## config.mk

```make
export PLATFORM = sky130hd
export DESIGN_NAME = i2c_rx_target
export DESIGN_NICKNAME = d
export VERILOG_FILES = /design/src/rtl/i2c_rx_pkg.sv /design/src/rtl/i2c_line_sync.sv /design/src/rtl/i2c_rx_ctrl.sv /design/src/rtl/i2c_rx_status.sv /design/src/rtl/i2c_rx_target.sv
export SDC_FILE = /design/constraint.sdc
export NUM_CORES = 1
export LEC_CHECK = 0
export ABC_AREA = 1
export BUFFER_PORTS_ARGS = -buffer_cell sky130_fd_sc_hd__buf_2
export CORE_ASPECT_RATIO = 0.6
export CORE_MARGIN = 2
export CORE_UTILIZATION = 57
export DETAILED_ROUTE_END_ITERATION = 12
export HOLD_SLACK_MARGIN = 0.12
export PLACE_DENSITY = 0.78
export SLEW_MARGIN = 20
export SYNTH_ARGS = -nofsm -noshare
export SYNTH_HDL_FRONTEND = slang
export SYNTH_HIERARCHICAL = 1
export SYNTH_SLANG_ARGS = --single-unit
```

## constraint.sdc

```tcl
create_clock -name clk -period 2 [get_ports clk]
set_input_delay 0.4 -clock clk [delete_from_list [all_inputs] [get_ports clk]]
set_output_delay 0.4 -clock clk [all_outputs]
set_load 0.05 [all_outputs]
```

## src/rtl/i2c_rx_pkg.sv

```systemverilog
package i2c_rx_pkg;

   typedef enum logic [2:0] {
      ST_IDLE,
      ST_ADDR,
      ST_DATA,
      ST_ACK,
      ST_IGNORE
   } rx_state_e;

endpackage

```

## src/rtl/i2c_line_sync.sv

```systemverilog
module i2c_line_sync #(
   parameter int STAGES = 2
) (
   input  logic clk,
   input  logic rst_n,
   input  logic scl_i,
   input  logic sda_i,
   output logic sda_s,
   output logic scl_rise,
   output logic scl_fall,
   output logic start_det,
   output logic stop_det
);

   logic [STAGES-1:0] scl_pipe;
   logic [STAGES-1:0] sda_pipe;
   logic              scl_d;
   logic              sda_d;
   logic              scl_s;

   // idle bus is high, so reset everything to 1 to avoid false edges
   always_ff @(posedge clk or negedge rst_n) begin
      if (!rst_n) begin
         scl_pipe <= '1;
         sda_pipe <= '1;
         scl_d    <= 1'b1;
         sda_d    <= 1'b1;
      end else begin
         scl_pipe <= {scl_pipe[STAGES-2:0], scl_i};
         sda_pipe <= {sda_pipe[STAGES-2:0], sda_i};
         scl_d    <= scl_s;
         sda_d    <= sda_s;
      end
   end

   assign scl_s     = scl_pipe[STAGES-1];
   assign sda_s     = sda_pipe[STAGES-1];
   assign scl_rise  = scl_s && !scl_d;
   assign scl_fall  = !scl_s && scl_d;
   assign start_det = scl_s && scl_d && sda_d && !sda_s;
   assign stop_det  = scl_s && scl_d && !sda_d && sda_s;

endmodule

```

## src/rtl/i2c_rx_ctrl.sv

```systemverilog
module i2c_rx_ctrl
   import i2c_rx_pkg::*;
#(
   parameter int                ADDR_W   = 7,
   parameter int                DATA_W   = 8,
   parameter logic [ADDR_W-1:0] DEV_ADDR = 7'h3A
) (
   input  logic              clk,
   input  logic              rst_n,
   input  logic              scl_rise,
   input  logic              scl_fall,
   input  logic              sda_s,
   input  logic              start_det,
   input  logic              stop_det,
   input  logic              buf_full,
   input  logic              ovf_flag,
   output logic              sda_low,
   output logic              evt_load,
   output logic              evt_irq,
   output logic              evt_ovf,
   output logic              evt_rw,
   output logic              rw_bit,
   output logic [DATA_W-1:0] byte_val
);

   localparam int CNT_W = $clog2(DATA_W + 1);

   rx_state_e         state;
   logic [DATA_W-1:0] shreg;
   logic [CNT_W-1:0]  cnt;
   logic              pend_ack;
   logic              rx_phase;
   logic              byte_done;
   logic              addr_hit;
   logic              for_us;

   always_comb begin
      rx_phase  = (state == ST_ADDR) || (state == ST_DATA);
      byte_val  = {shreg[DATA_W-2:0], sda_s};
      byte_done = rx_phase && scl_rise && (cnt == CNT_W'(DATA_W - 1))
                  && !start_det && !stop_det;
      addr_hit  = byte_val[DATA_W-1 -: ADDR_W] == DEV_ADDR;
      rw_bit    = byte_val[0];
      for_us    = byte_done && (((state == ST_ADDR) && addr_hit && !rw_bit)
                                || (state == ST_DATA));
      evt_load  = for_us && !buf_full && !ovf_flag;
      evt_ovf   = for_us && buf_full;
      evt_irq   = for_us;
      evt_rw    = byte_done && (state == ST_ADDR) && addr_hit;
   end

   always_ff @(posedge clk or negedge rst_n) begin
      if (!rst_n) begin
         state    <= ST_IDLE;
         shreg    <= '0;
         cnt      <= '0;
         pend_ack <= 1'b0;
         sda_low  <= 1'b0;
      end else if (start_det) begin
         state    <= ST_ADDR;
         cnt      <= '0;
         pend_ack <= 1'b0;
         sda_low  <= 1'b0;
      end else if (stop_det) begin
         state    <= ST_IDLE;
         cnt      <= '0;
         pend_ack <= 1'b0;
         sda_low  <= 1'b0;
      end else begin
         case (state)
            ST_ADDR, ST_DATA: begin
               if (scl_rise && (cnt != CNT_W'(DATA_W))) begin
                  shreg <= byte_val;
                  cnt   <= cnt + 1'b1;
               end
               if (byte_done) pend_ack <= evt_load;
               if (scl_fall && (cnt == CNT_W'(DATA_W))) begin
                  state   <= ST_ACK;
                  sda_low <= pend_ack;
                  cnt     <= '0;
               end
            end
            ST_ACK: begin
               if (scl_fall) begin
                  sda_low <= 1'b0;
                  state   <= pend_ack ? ST_DATA : ST_IGNORE;
               end
            end
            default: ;
         endcase
      end
   end

   // the pull-down is only ever active inside the acknowledge slot
   a_r3_drive_in_slot: assert property (@(posedge clk) disable iff (!rst_n)
      sda_low |-> (state == ST_ACK));

   // a STOP releases the line and returns to idle
   a_r2_stop_releases: assert property (@(posedge clk) disable iff (!rst_n)
      stop_det && !start_det |=> !sda_low && (state == ST_IDLE));

   // after a refused byte nothing further is sampled as ours
   a_r11_no_rx_after_nack: assert property (@(posedge clk) disable iff (!rst_n)
      (state == ST_IGNORE) |-> !evt_irq && !evt_load);

endmodule

```

## src/rtl/i2c_rx_status.sv

```systemverilog
module i2c_rx_status #(
   parameter int DATA_W = 8
) (
   input  logic              clk,
   input  logic              rst_n,
   input  logic              evt_load,
   input  logic              evt_irq,
   input  logic              evt_ovf,
   input  logic              evt_rw,
   input  logic              rw_bit,
   input  logic [DATA_W-1:0] byte_val,
   input  logic              host_rd,
   input  logic              host_clr_irq,
   input  logic              host_clr_ovf,
   output logic [DATA_W-1:0] rx_buf,
   output logic              buf_full,
   output logic              ovf_flag,
   output logic              irq_flag,
   output logic              rw_flag
);

   // a set event always wins over a same-cycle clear
   always_ff @(posedge clk or negedge rst_n) begin
      if (!rst_n) begin
         rx_buf   <= '0;
         buf_full <= 1'b0;
         ovf_flag <= 1'b0;
         irq_flag <= 1'b0;
         rw_flag  <= 1'b0;
      end else begin
         if (evt_load)          rx_buf   <= byte_val;
         if (evt_load)          buf_full <= 1'b1;
         else if (host_rd)      buf_full <= 1'b0;
         if (evt_ovf)           ovf_flag <= 1'b1;
         else if (host_clr_ovf) ovf_flag <= 1'b0;
         if (evt_irq)           irq_flag <= 1'b1;
         else if (host_clr_irq) irq_flag <= 1'b0;
         if (evt_rw)            rw_flag  <= rw_bit;
      end
   end

   a_r7_no_load_when_blocked: assert property (@(posedge clk) disable iff (!rst_n)
      evt_load |-> !buf_full && !ovf_flag);

   a_r6_full_after_load: assert property (@(posedge clk) disable iff (!rst_n)
      evt_load |=> buf_full && (rx_buf == $past(byte_val)));

   a_r8_ovf_sticky: assert property (@(posedge clk) disable iff (!rst_n)
      ovf_flag && !host_clr_ovf |=> ovf_flag);

   a_r8_buf_frozen: assert property (@(posedge clk) disable iff (!rst_n)
      ovf_flag |=> $stable(rx_buf));

   a_r5_irq_hold: assert property (@(posedge clk) disable iff (!rst_n)
      irq_flag && !host_clr_irq |=> irq_flag);

endmodule

```

## src/rtl/i2c_rx_target.sv

```systemverilog
module i2c_rx_target #(
   parameter int                ADDR_W      = 7,
   parameter int                DATA_W      = 8,
   parameter int                SYNC_STAGES = 2,
   parameter logic [ADDR_W-1:0] DEV_ADDR    = 7'h3A
) (
   input  logic              clk,
   input  logic              rst_n,
   input  logic              scl_i,
   input  logic              sda_i,
   output logic              sda_pull_low,
   input  logic              host_rd,
   input  logic              host_clr_irq,
   input  logic              host_clr_ovf,
   output logic [DATA_W-1:0] rx_buf,
   output logic              buf_full,
   output logic              ovf_flag,
   output logic              irq_flag,
   output logic              rw_flag
);

   if (SYNC_STAGES < 2) begin : g_bad_sync
      $error("i2c_rx_target: SYNC_STAGES must be at least 2");
   end
   if (DATA_W != ADDR_W + 1) begin : g_bad_width
      $error("i2c_rx_target: DATA_W must equal ADDR_W + 1");
   end

   logic              sda_s;
   logic              scl_rise;
   logic              scl_fall;
   logic              start_det;
   logic              stop_det;
   logic              evt_load;
   logic              evt_irq;
   logic              evt_ovf;
   logic              evt_rw;
   logic              rw_bit;
   logic [DATA_W-1:0] byte_val;

   i2c_line_sync #(.STAGES(SYNC_STAGES)) u_sync (
      .clk       (clk),
      .rst_n     (rst_n),
      .scl_i     (scl_i),
      .sda_i     (sda_i),
      .sda_s     (sda_s),
      .scl_rise  (scl_rise),
      .scl_fall  (scl_fall),
      .start_det (start_det),
      .stop_det  (stop_det)
   );

   i2c_rx_ctrl #(
      .ADDR_W   (ADDR_W),
      .DATA_W   (DATA_W),
      .DEV_ADDR (DEV_ADDR)
   ) u_ctrl (
      .clk       (clk),
      .rst_n     (rst_n),
      .scl_rise  (scl_rise),
      .scl_fall  (scl_fall),
      .sda_s     (sda_s),
      .start_det (start_det),
      .stop_det  (stop_det),
      .buf_full  (buf_full),
      .ovf_flag  (ovf_flag),
      .sda_low   (sda_pull_low),
      .evt_load  (evt_load),
      .evt_irq   (evt_irq),
      .evt_ovf   (evt_ovf),
      .evt_rw    (evt_rw),
      .rw_bit    (rw_bit),
      .byte_val  (byte_val)
   );

   i2c_rx_status #(.DATA_W(DATA_W)) u_status (
      .clk          (clk),
      .rst_n        (rst_n),
      .evt_load     (evt_load),
      .evt_irq      (evt_irq),
      .evt_ovf      (evt_ovf),
      .evt_rw       (evt_rw),
      .rw_bit       (rw_bit),
      .byte_val     (byte_val),
      .host_rd      (host_rd),
      .host_clr_irq (host_clr_irq),
      .host_clr_ovf (host_clr_ovf),
      .rx_buf       (rx_buf),
      .buf_full     (buf_full),
      .ovf_flag     (ovf_flag),
      .irq_flag     (irq_flag),
      .rw_flag      (rw_flag)
   );

endmodule

```

Word level (Yosys, flattened, before mapping)
Index checks and enable logic that the tools add are counted.

word-level totals
  word-level logic and storage cells = 95
  register bits after elaboration = 34
  latch bits = 0
  memories = 0
  bits in writable memories = 0
  memory bits (read-only) = 0
  input bits = 7

cells by class
  div/mod/pow operators = 0
  eq/ne operators = 9
  magnitude comparators = 0
  $mul = 0
  reduce and logical (&&, ||, !) cells = 43
  bitwise logic cells = 2
  shift operators = 0
  $add $sub $neg = 1
  multiplexer cells = 26

operator list
  operator                                        count
  logical AND 1 bit                               21
  two-way mux 4 bit                               5
  two-way mux 3 bit                               5
  two-way mux 1 bit                               14
  zero test 1 bit                                 8
  != test 4 x 1 -> 1 bit (second input constant)  2
  nonzero test 4 bit                              2
  == test 7 x 6 -> 1 bit (second input constant)  1
  == test 3 x 2 -> 1 bit (second input constant)  2
  case mux 3 bit (2 select lines)                 1
  nonzero test 2 bit                              3
  nonzero test 3 bit                              2
  adder 4 x 1 -> 4 bit (second input constant)    1
  == test 4 x 3 -> 1 bit (second input constant)  1
  == test 4 bit (second input constant)           1
  != test 4 bit (second input constant)           1
  AND reduction 2 bit                             2
  AND reduction 4 bit                             1
  == test 3 x 1 -> 1 bit (second input constant)  1
  AND reduction 3 bit                             1
  logical OR 1 bit                                2
  inverter 1 bit                                  2
  case mux 1 bit (2 select lines)                 1
  OR reduction 2 bit                              1

Longest topological paths before layout
Gate-level depths: netlist of run 1.

  word-level depth = 13
  mapped depth = 12
  mapped depth without buffers = 11

Cells and area by module
Netlist of run 1, hierarchy kept.

modules (own cells, without submodules)
  module         cells each  area an instance (um2)  instances
  i2c_rx_ctrl    135         1047.3                  1
  i2c_rx_status  53          461.7                   1
  i2c_line_sync  17          198.9                   1

Worst setup path after synthesis of run 1
No wires, ideal clock.

  kind = reg2reg
  start = register u_sync.scl_pipe[1]
  end = register u_status.rx_buf[0]
  period minus slack after synthesis = 1.697 ns
  slack = 0.303 ns
  stages on the path, launching flop included = 12
  path buffers = 1
  required time = 1.935 ns
  data arrival time = 1.632 ns
  cells stage by stage = dfstp_2 nand2_1 nor2_1 nor2_8 nand2_1 nor2_2 nand3_1 inv_1 buf_6 inv_2 nand2_1 nand2_1

RTL lines
  item                             line                 text
  from (decl)                      i2c_line_sync.sv:15  logic [STAGES-1:0] scl_pipe;
  from (signal assigned)           i2c_line_sync.sv:29  scl_pipe <= {scl_pipe[STAGES-2:0], scl_i};
  logical AND 1 bit (3 in series)  i2c_line_sync.sv:41  assign stop_det = scl_s && scl_d && !sda_d && sda_s;
  via stop_det                     i2c_rx_target.sv:33  logic stop_det;
  zero test 1 bit                  i2c_rx_ctrl.sv:41    && !start_det && !stop_det;
  logical AND 1 bit                i2c_rx_ctrl.sv:41
  logical AND 1 bit                i2c_rx_ctrl.sv:44    for_us = byte_done && (((state == ST_ADDR) && addr_hit && !rw_bit)
  logical AND 1 bit (2 in series)  i2c_rx_ctrl.sv:46    evt_load = for_us && !buf_full && !ovf_flag;
  via evt_load                     i2c_rx_target.sv:34  logic evt_load;
  to (signal assigned)             i2c_rx_status.sv:31  if (evt_load) rx_buf <= byte_val;
  to (decl)                        i2c_rx_status.sv:15  output logic [DATA_W-1:0] rx_buf,

The timed path passes the listed nets, and every way through them passes these cells.
A chain may end at the register's enable or synchronous reset.

Worst setup path after layout of run 1
  start = register u_sync.sda_d
  end = register u_status.rx_buf[6]

on the way
  cells in the longest elaborated chain, start to end = 8

ends and longest elaborated chain
  item                             line                 text
  from (decl)                      i2c_line_sync.sv:18  logic sda_d;
  from (signal assigned)           i2c_line_sync.sv:32  sda_d <= sda_s;
  zero test 1 bit                  i2c_line_sync.sv:41
  logical AND 1 bit (2 in series)  i2c_line_sync.sv:41
  via stop_det                     i2c_rx_target.sv:33
  zero test 1 bit                  i2c_rx_ctrl.sv:41
  logical AND 1 bit                i2c_rx_ctrl.sv:41
  logical AND 1 bit                i2c_rx_ctrl.sv:44
  logical AND 1 bit (2 in series)  i2c_rx_ctrl.sv:46
  via evt_load                     i2c_rx_target.sv:34

The timed path passes the listed nets, and every way through them passes these cells.

==> results of run 1 <==
## cell usage after synthesis
master	count
nand3_2	4
nand2_1	66
o21ai_2	8
nor4_1	1
nor2_2	2
nand3b_1	2
a21oi_1	1
o21ai_0	4
inv_2	2
nor2_8	1
nand3_1	10
dfrtp_1	28
buf_4	2
nand2_2	5
nand4_1	8
nand4_4	1
inv_1	32
buf_6	2
nor2_1	16
dfstp_2	6
ha_1	2
nor3_1	2
## metrics by stage
stage | area [um^2] | total power, mW
after global routing | 1930 | 2.30
after detailed placement | 1830 | 1.62
after global placement | 1830 | 1.60
final | 1930 | 2.14
after CTS | 1930 | 2.15
after floorplan | 1710 | 1.47
## layout make-up
cell class | count | area (um^2)
fillers | 243 | 925
flip-flops and latches | 34 | 858
multi-input cells | 133 | 684
inverters | 34 | 128
repair buffers | 21 | 110
clock buffers | 6 | 82.6
well taps | 42 | 52.6
clock inverters | 2 | 12.5
## power by group through the flow
stage / Sequential [mW] / Combinational (mW) / Clock [mW]
final: 0.957 / 0.656 / 0.527
after global routing: 0.976 / 0.754 / 0.566
after CTS: 0.954 / 0.655 / 0.546
after detailed placement: 0.965 / 0.652 / 0
after global placement: 0.960 / 0.641 / 0
after floorplan: 0.938 / 0.532 / 0
## worst max path at each step
stage,slack (ns),cells past startpoint,from,end
2_1_floorplan,0.30,11,u_sync/scl_pipe[1]$_DFF_PN1_,u_status/rx_buf[0]$_DFFE_PN0P_
3_3_place_gp,0.17,11,u_sync/sda_pipe[1]$_DFF_PN1_,u_status/rx_buf[6]$_DFFE_PN0P_
3_5_place_dp,0.12,11,u_sync/sda_pipe[1]$_DFF_PN1_,u_status/rx_buf[6]$_DFFE_PN0P_
4_1_cts,0.10,11,u_sync/sda_pipe[1]$_DFF_PN1_,u_status/rx_buf[6]$_DFFE_PN0P_
5_1_grt,0.006,12,u_sync/sda_d$_DFF_PN1_,u_status/rx_buf[5]$_DFFE_PN0P_
6_report,0.18,12,u_sync/sda_d$_DFF_PN1_,u_status/rx_buf[6]$_DFFE_PN0P_
## critical path: stages, from the launching register on
cell and delay [ns]:
dfstp_2 0.53, inv_1 0.04, nand2_1 0.05, nor2_1 0.04, buf_4 0.15, nor2_8 0.19
nand2_1 0.09, nor2_2 0.12, nand3_1 0.13, inv_2 0.15, inv_2 0.10, nand2_1 0.07
nand2_1 0.04
## metal layers
metal	routed length [um]	up-vias	global-route usage
li1	-	682	-
met1	1650	621	0.307
met2	1220	31	0.271
met3	182	6	0.0853
met4	42	0	0.0857
met5	0	-	0
## kinds of logic (layout without fill, tap and decap cells)
logic type | after synthesis | in the layout | share of synthesized area
compound gates | 13 | 13 | 0.0557
fa+ha+maj | 2 | 2 | 0.0146
buf+inv | 38 | 63 | 0.0967
flops | 34 | 34 | 0.503
simple gates | 118 | 118 | 0.330
## flip-flops by register name (all words and copies together), names as in the netlist, 2 cells and up
register	cells
u_sync/scl_pipe	2
u_ctrl/shreg	7
u_ctrl/cnt	4
u_sync/sda_pipe	2
u_status/rx_buf	8
u_ctrl/state	3
==> summary.md, run 1 <==
| Metric | Value |
|---|---|
| Die Area | between 3000 and 4000 um^2 |
| Via Count | about 1300 |
| Initial antenna violation count | 0 |
| Setup violators final | 0 |
| Synth area leaders | dfrtp_1 (41%), nand2_1 (15%), dfstp_2 (9.2%) |
| Share of cells above drive strength 1 | 0.257 |
| Initial DRC Count | 87 |
| Synthesized area | 1710 um^2 |
| Pins over their slew limit | 0 |
| Most common cell after layout, fill and taps aside | nand2_1 |
| Final setup TNS | 0 ns |
| DP HPWL | between 2000 and 2500 um |
| Switching pwr | just over 800 uW |
| Worst slew pin tran | between 0.7 and 0.8 ns |
| RR Startpoint | u_sync/sda_d$_DFF_PN1_ |
| Peak VDD IR | between 0.6 and 0.7 mV |
| Worst Setup Slack, final | 0.184 ns |
| Fin. Hold Viols | 0 |
| Crit path required time | 2.18 ns |
| Starting Density | 0.599 |
| Sw frac | 0.383 |
| R2r endpoint | u_status/rx_buf[6]$_DFFE_PN0P_ |
| Clock Power Share | 0.246 |
| Pint | roughly 1.3 mW |
| H-tree Lvls | 2 |
| CTS Buffer Depth | 2 |
| Final Non-Filler Cells | about 270 |
| Post-synth cell types | 22 |
| Row cnt | 15 |
| Class of the worst hold path | input port to async pin |
| Post-Synthesis Cells | approximately 210 |
| Die X | 74.7 um |
| Fin Hold WS | around 0.16 ns |
| Post-CTS Resized | 0 |
| Worst-Skew Late Latency | between 0.2 and 0.3 ns |
| Avg Cell Area, Syn | roughly 8.3 um^2 |
| Most frequent cells in the layout | nand2_1 (66), inv_1 (31), dfrtp_1 (28) |
| Crit Path Category | flip-flop to flip-flop |
| Drt wl/cell | about 11 um |
| Min Clock Period, post-route | between 1.5 and 2 ns |
| YS warnings | 6 |
| Final Skew | around 0.0087 ns |
| Unrepaired setup endpoints after global routing | no |
| Num CTS Buffers | 5 |
| Top-Level Pins | 20 |
| Logic pwr share | 0.307 |
| # diodes | 0 |
| Post-layout net count | 238 |
| Fin crit share | 0.908 |
| Pwr/cell area | approximately 1100 nW/um^2 |
| Worst-path maximum fanout | 9 |
| Area grow syn2layout | 12.9% |
| # DRC | 0 |
| Gr ovfl total | 0 |
| Clock Pin Slew Worst Setup and Hold Paths | 0.07 ns |
| Top cell type by total area after synthesis | dfrtp_1 |
| Die Y | about 46 um |
| Root buffer cell | clkbuf_8 |
| Worst Path Arrival | 2.00 ns |
| R2r worst-path depth | 12 |
| Vias in the first global route | about 1100 |
| Gr usage total | 0.209 |
| Leakage | 1.05 nW |
| Sequential fraction of the synthesis area | 0.503 |
| Syn nets | ~210 |
| CTS tree | built |
| Synth top area share | 0.410 |
| Maxcap violations | 0 |
| Num Clock Sinks | 34 |
| DRT antenna net count | 0 |
| Status | finished, final reports clean |
| Routed WL | between 3000 and 4000 um |
| Final Util | 0.676 |
| Yosys reg bits | 34 |
| GPL Wtd Cong | 0.900 |
| Port bufs | 19 |
| Critical Path Start Type | flip-flop |
| Worst reg-to-reg setup slack | approximately 0.18 ns |
| Core region area | approximately 2900 um^2 |
| First-pass GRT wire length | roughly 5000 um |
| Rel. slew slack | 0.521 |
| TritonRoute pass-1 iters | 4 |
| Cts hold-fix bufs | 0 |
| Vias per cell | about 5 |
| Crit path capture type | flip-flop |
| Achievable frequency | ~0.55 GHz |
| Place WS | around 0.12 ns |
| Register share of total power | 0.447 |
| Largest net degree at the start of global routing | 35 |
| Post-CTS setup buffer count | 0 |
| Placed cells | 264 |
(Power assumes the default switching activity.)
==> run 2, diff against run 1 <==
ABC_CLOCK_PERIOD_IN_PS = 2000   (was not set)
CELL_PAD_IN_SITES_DETAIL_PLACEMENT = 0   (was not set)
CELL_PAD_IN_SITES_GLOBAL_PLACEMENT = 1   (was not set)
CORE_UTILIZATION = 43   (was 57)
GPL_TIMING_DRIVEN = 0   (was not set)
PLACE_DENSITY = not set   (was 0.78)
PLACE_DENSITY_LB_ADDON = 0.1   (was not set)
==> run 2 against run 1 <==
Global-route usage is 3.7 points lower; critical path depth shrank 2; maximum frequency is essentially flat; highest routed layer unchanged; register-to-register slack is essentially flat; critical path type unchanged.
==> summary.md, run 2 (same netlist as run 1, synthesis figures left out) <==
| Metric | Value |
|---|---|
| Max FFs per register | 8 (unchanged) |
| Status | finished, final reports clean (unchanged) |
| Most frequent cells in the layout | nand2_1 (66), inv_1 (32), dfrtp_1 (28) (was nand2_1 (66), inv_1 (31), dfrtp_1 (28)) |
| Via Count | 1302 (was 1340) |
| Vias per cell | 4.67 (was 4.93) |
| Pwr/cell area | 1100 nW/um^2 (was 1110 nW/um^2) |
| Final setup TNS | 0 ns (unchanged) |
| Slowest stage cell, crit path | dfstp_2 (unchanged) |
| DP HPWL | 2460 um (was 2280 um) |
| Worst reg-to-reg setup slack | 0.18 ns (about the same) |
| Fin crit share | 0.908 (about the same) |
| Drt wl/cell | 12.1 um (was 11.4 um) |
| Starting Density | 0.456 (was 0.599) |
| Row cnt | 17 (was 15) |
| Largest stage delay, worst path | 0.56 ns (was 0.53 ns) |
| Pins over their slew limit | 0 (unchanged) |
| # DRC | 0 (unchanged) |
| Area grow syn2layout | 14.7% (was 12.9%) |
| Die Y | 52.8 um (was 46.4 um) |
| Achievable frequency | 0.551 GHz (about the same) |
| Routed WL | 3380 um (was 3100 um) |
| Leakage | 1.06 nW (was 1.05 nW) |
| Top-Level Pins | 20 (unchanged) |
| Initial antenna violation count | 0 (unchanged) |
| Final Skew | 0.00683 ns (was 0.00874 ns) |
| Vias in the first global route | 1223 (was 1125) |
| Critical Path Start Type | flip-flop (unchanged) |
| Reg with most FFs | u_status/rx_buf (unchanged) |
| Num CTS Buffers | 5 (unchanged) |
| Buf/Inv on CP | 4 (unchanged) |
| Gr usage total | 0.173 (was 0.209) |
| Num Clock Sinks | 34 (unchanged) |
| GPL Wtd Cong | 0.937 (was 0.900) |
| Post-layout net count | 240 (was 238) |
| Worst-path maximum fanout | 9 (unchanged) |
| Biggest regs | u_status/rx_buf (8), u_ctrl/shreg (7), u_ctrl/cnt (4) (unchanged) |
| H-tree Lvls | 2 (unchanged) |
| Worst slew pin tran | 0.741 ns (was 0.719 ns) |
| Fin. Hold Viols | 0 (unchanged) |
| CTS tree | built (unchanged) |
| Crit path max-delay family | simple AND/OR/NAND/NOR gates (unchanged) |
| Worst-Skew Late Latency | 0.28 ns (was 0.29 ns) |
| Root buffer cell | clkbuf_8 (unchanged) |
| DRT antenna net count | 0 (unchanged) |
| Setup violators final | 0 (unchanged) |
| Largest net degree at the start of global routing | 35 (unchanged) |
| Crit Path Category | flip-flop to flip-flop (unchanged) |
| Clock Pin Slew Worst Setup and Hold Paths | 0.07 ns (about the same) |
| Initial DRC Count | 86 (was 87) |
| Worst Path Arrival | 1.99 ns (was 2.00 ns) |
| TritonRoute pass-1 iters | 4 (unchanged) |
| Class of the worst hold path | input port to async pin (unchanged) |
| Cts hold-fix bufs | 0 (unchanged) |
| Most common cell after layout, fill and taps aside | nand2_1 (unchanged) |
| Crit path required time | 2.18 ns (about the same) |
| Min Clock Period, post-route | 1.82 ns (about the same) |
| CTS Buffer Depth | 2 (unchanged) |
| Port bufs | 19 (unchanged) |
| Die X | 85.4 um (was 74.7 um) |
| Worst-path cell chain | inv_1 -> nor2_1 -> nand3_1 -> nor2_2 -> nand3_1 -> inv_1 -> buf_6 -> inv_2 -> nand2_1 -> nand2_1 (was inv_1 -> nand2_1 -> nor2_1 -> buf_4 -> nor2_8 -> nand2_1 -> nor2_2 -> nand3_1 -> inv_2 -> inv_2 -> nand2_1 -> nand2_1) |
| Share of cells above drive strength 1 | 0.263 (was 0.257) |
| Peak VDD IR | 0.528 mV (was 0.657 mV) |
| # diodes | 0 (unchanged) |
| Core region area | 3740 um^2 (was 2850 um^2) |
| Die Area | 4510 um^2 (was 3460 um^2) |
| Rel. slew slack | 0.506 (was 0.521) |
| Maxcap violations | 0 (unchanged) |
| Final Util | 0.523 (was 0.676) |
| Gr ovfl total | 0 (unchanged) |
| Crit path capture type | flip-flop (unchanged) |
| First-pass GRT wire length | 5760 um (was 5060 um) |
-- run 2: cell count changes in the layout (fill, tap and decap cells not counted) --
cell        change
clkbuf_1        +1
nor2_1          -2
clkinvlp_4      -1
nor2_2          +2
inv_1           +1
buf_6           +2
inv_2           -1
-- run 2: report_power, final --
group	leakage, nW	switching [mW]	internal, mW
sequential	0.441	0.147	0.815
clock	0.0482	0.240	0.278
combinational	0.574	0.438	0.236
total	1.06	0.825	1.33
-- run 2: worst paths after layout --
kind                                               from  cells after the start                              to
max                        u_sync/scl_pipe[1]$_DFF_PN1_                     10  u_status/rx_buf[3]$_DFFE_PN0P_
min                                               rst_n                      1     u_ctrl/shreg[5]$_DFFE_PN0P_
max reg2reg                u_sync/scl_pipe[1]$_DFF_PN1_                     10  u_status/rx_buf[3]$_DFFE_PN0P_
min reg2reg                u_sync/sda_pipe[0]$_DFF_PN1_                      0    u_sync/sda_pipe[1]$_DFF_PN1_
max in group asynchronous                         rst_n                      1       u_ctrl/cnt[2]$_DFFE_PN0P_
min in group clk                                  scl_i                      1    u_sync/scl_pipe[0]$_DFF_PN1_
-- run 2: worst reg2reg max path: cells and delay by family (launching register included) --
kind                   cells  cell delay, ns
buffers and inverters      4            0.32
DFF                        1            0.56
and+or+nand+nor            6            0.85
-- run 2: stage by stage --
stage | std cells | power [mW] | setup WS [ns] | hold WS [ns] | instance area (um^2)
global route | 279 | 2.32 | -0.00263 | 0.190 | 1960
detailed placement | 271 | 1.64 | 0.0850 | 0.347 | 1860
CTS | 279 | 2.17 | 0.0609 | 0.198 | 1950
global placement | 271 | 1.61 | 0.115 | 0.347 | 1860
finish | 279 | 2.15 | 0.184 | 0.178 | 1960
floorplan | 205 | 1.47 | 0.303 | 0.104 | 1710
-- run 2: area by class of cell --
type,count,area (um^2)
buffer,4,37.5
clock buffer,7,86.3
clock inverter,1,5.00
fill,353,1790
inverter,34,128
multi-input combinational,133,689
sequential,34,858
tap,47,58.8
timing repair buffer,19,95.1
-- run 2: repair_timing --
action,in CTS,in global routing
setup buffers,0,0
setup endpoints to repair,0,9
resized for setup,0,2
-- run 2: per-layer routing --
| layer | share of wire | track usage | routed length [um] | vias to the layer above |
|---|---|---|---|---|
| li1 | - | - | - | 687 |
| met2 | 0.37 | 0.238 | 1250 | 33 |
| met1 | 0.56 | 0.249 | 1890 | 577 |
| met3 | 0.061 | 0.0583 | 205 | 5 |
| met4 | 0.011 | 0.0635 | 36 | 0 |
| met5 | 0 | 0 | 0 | - |
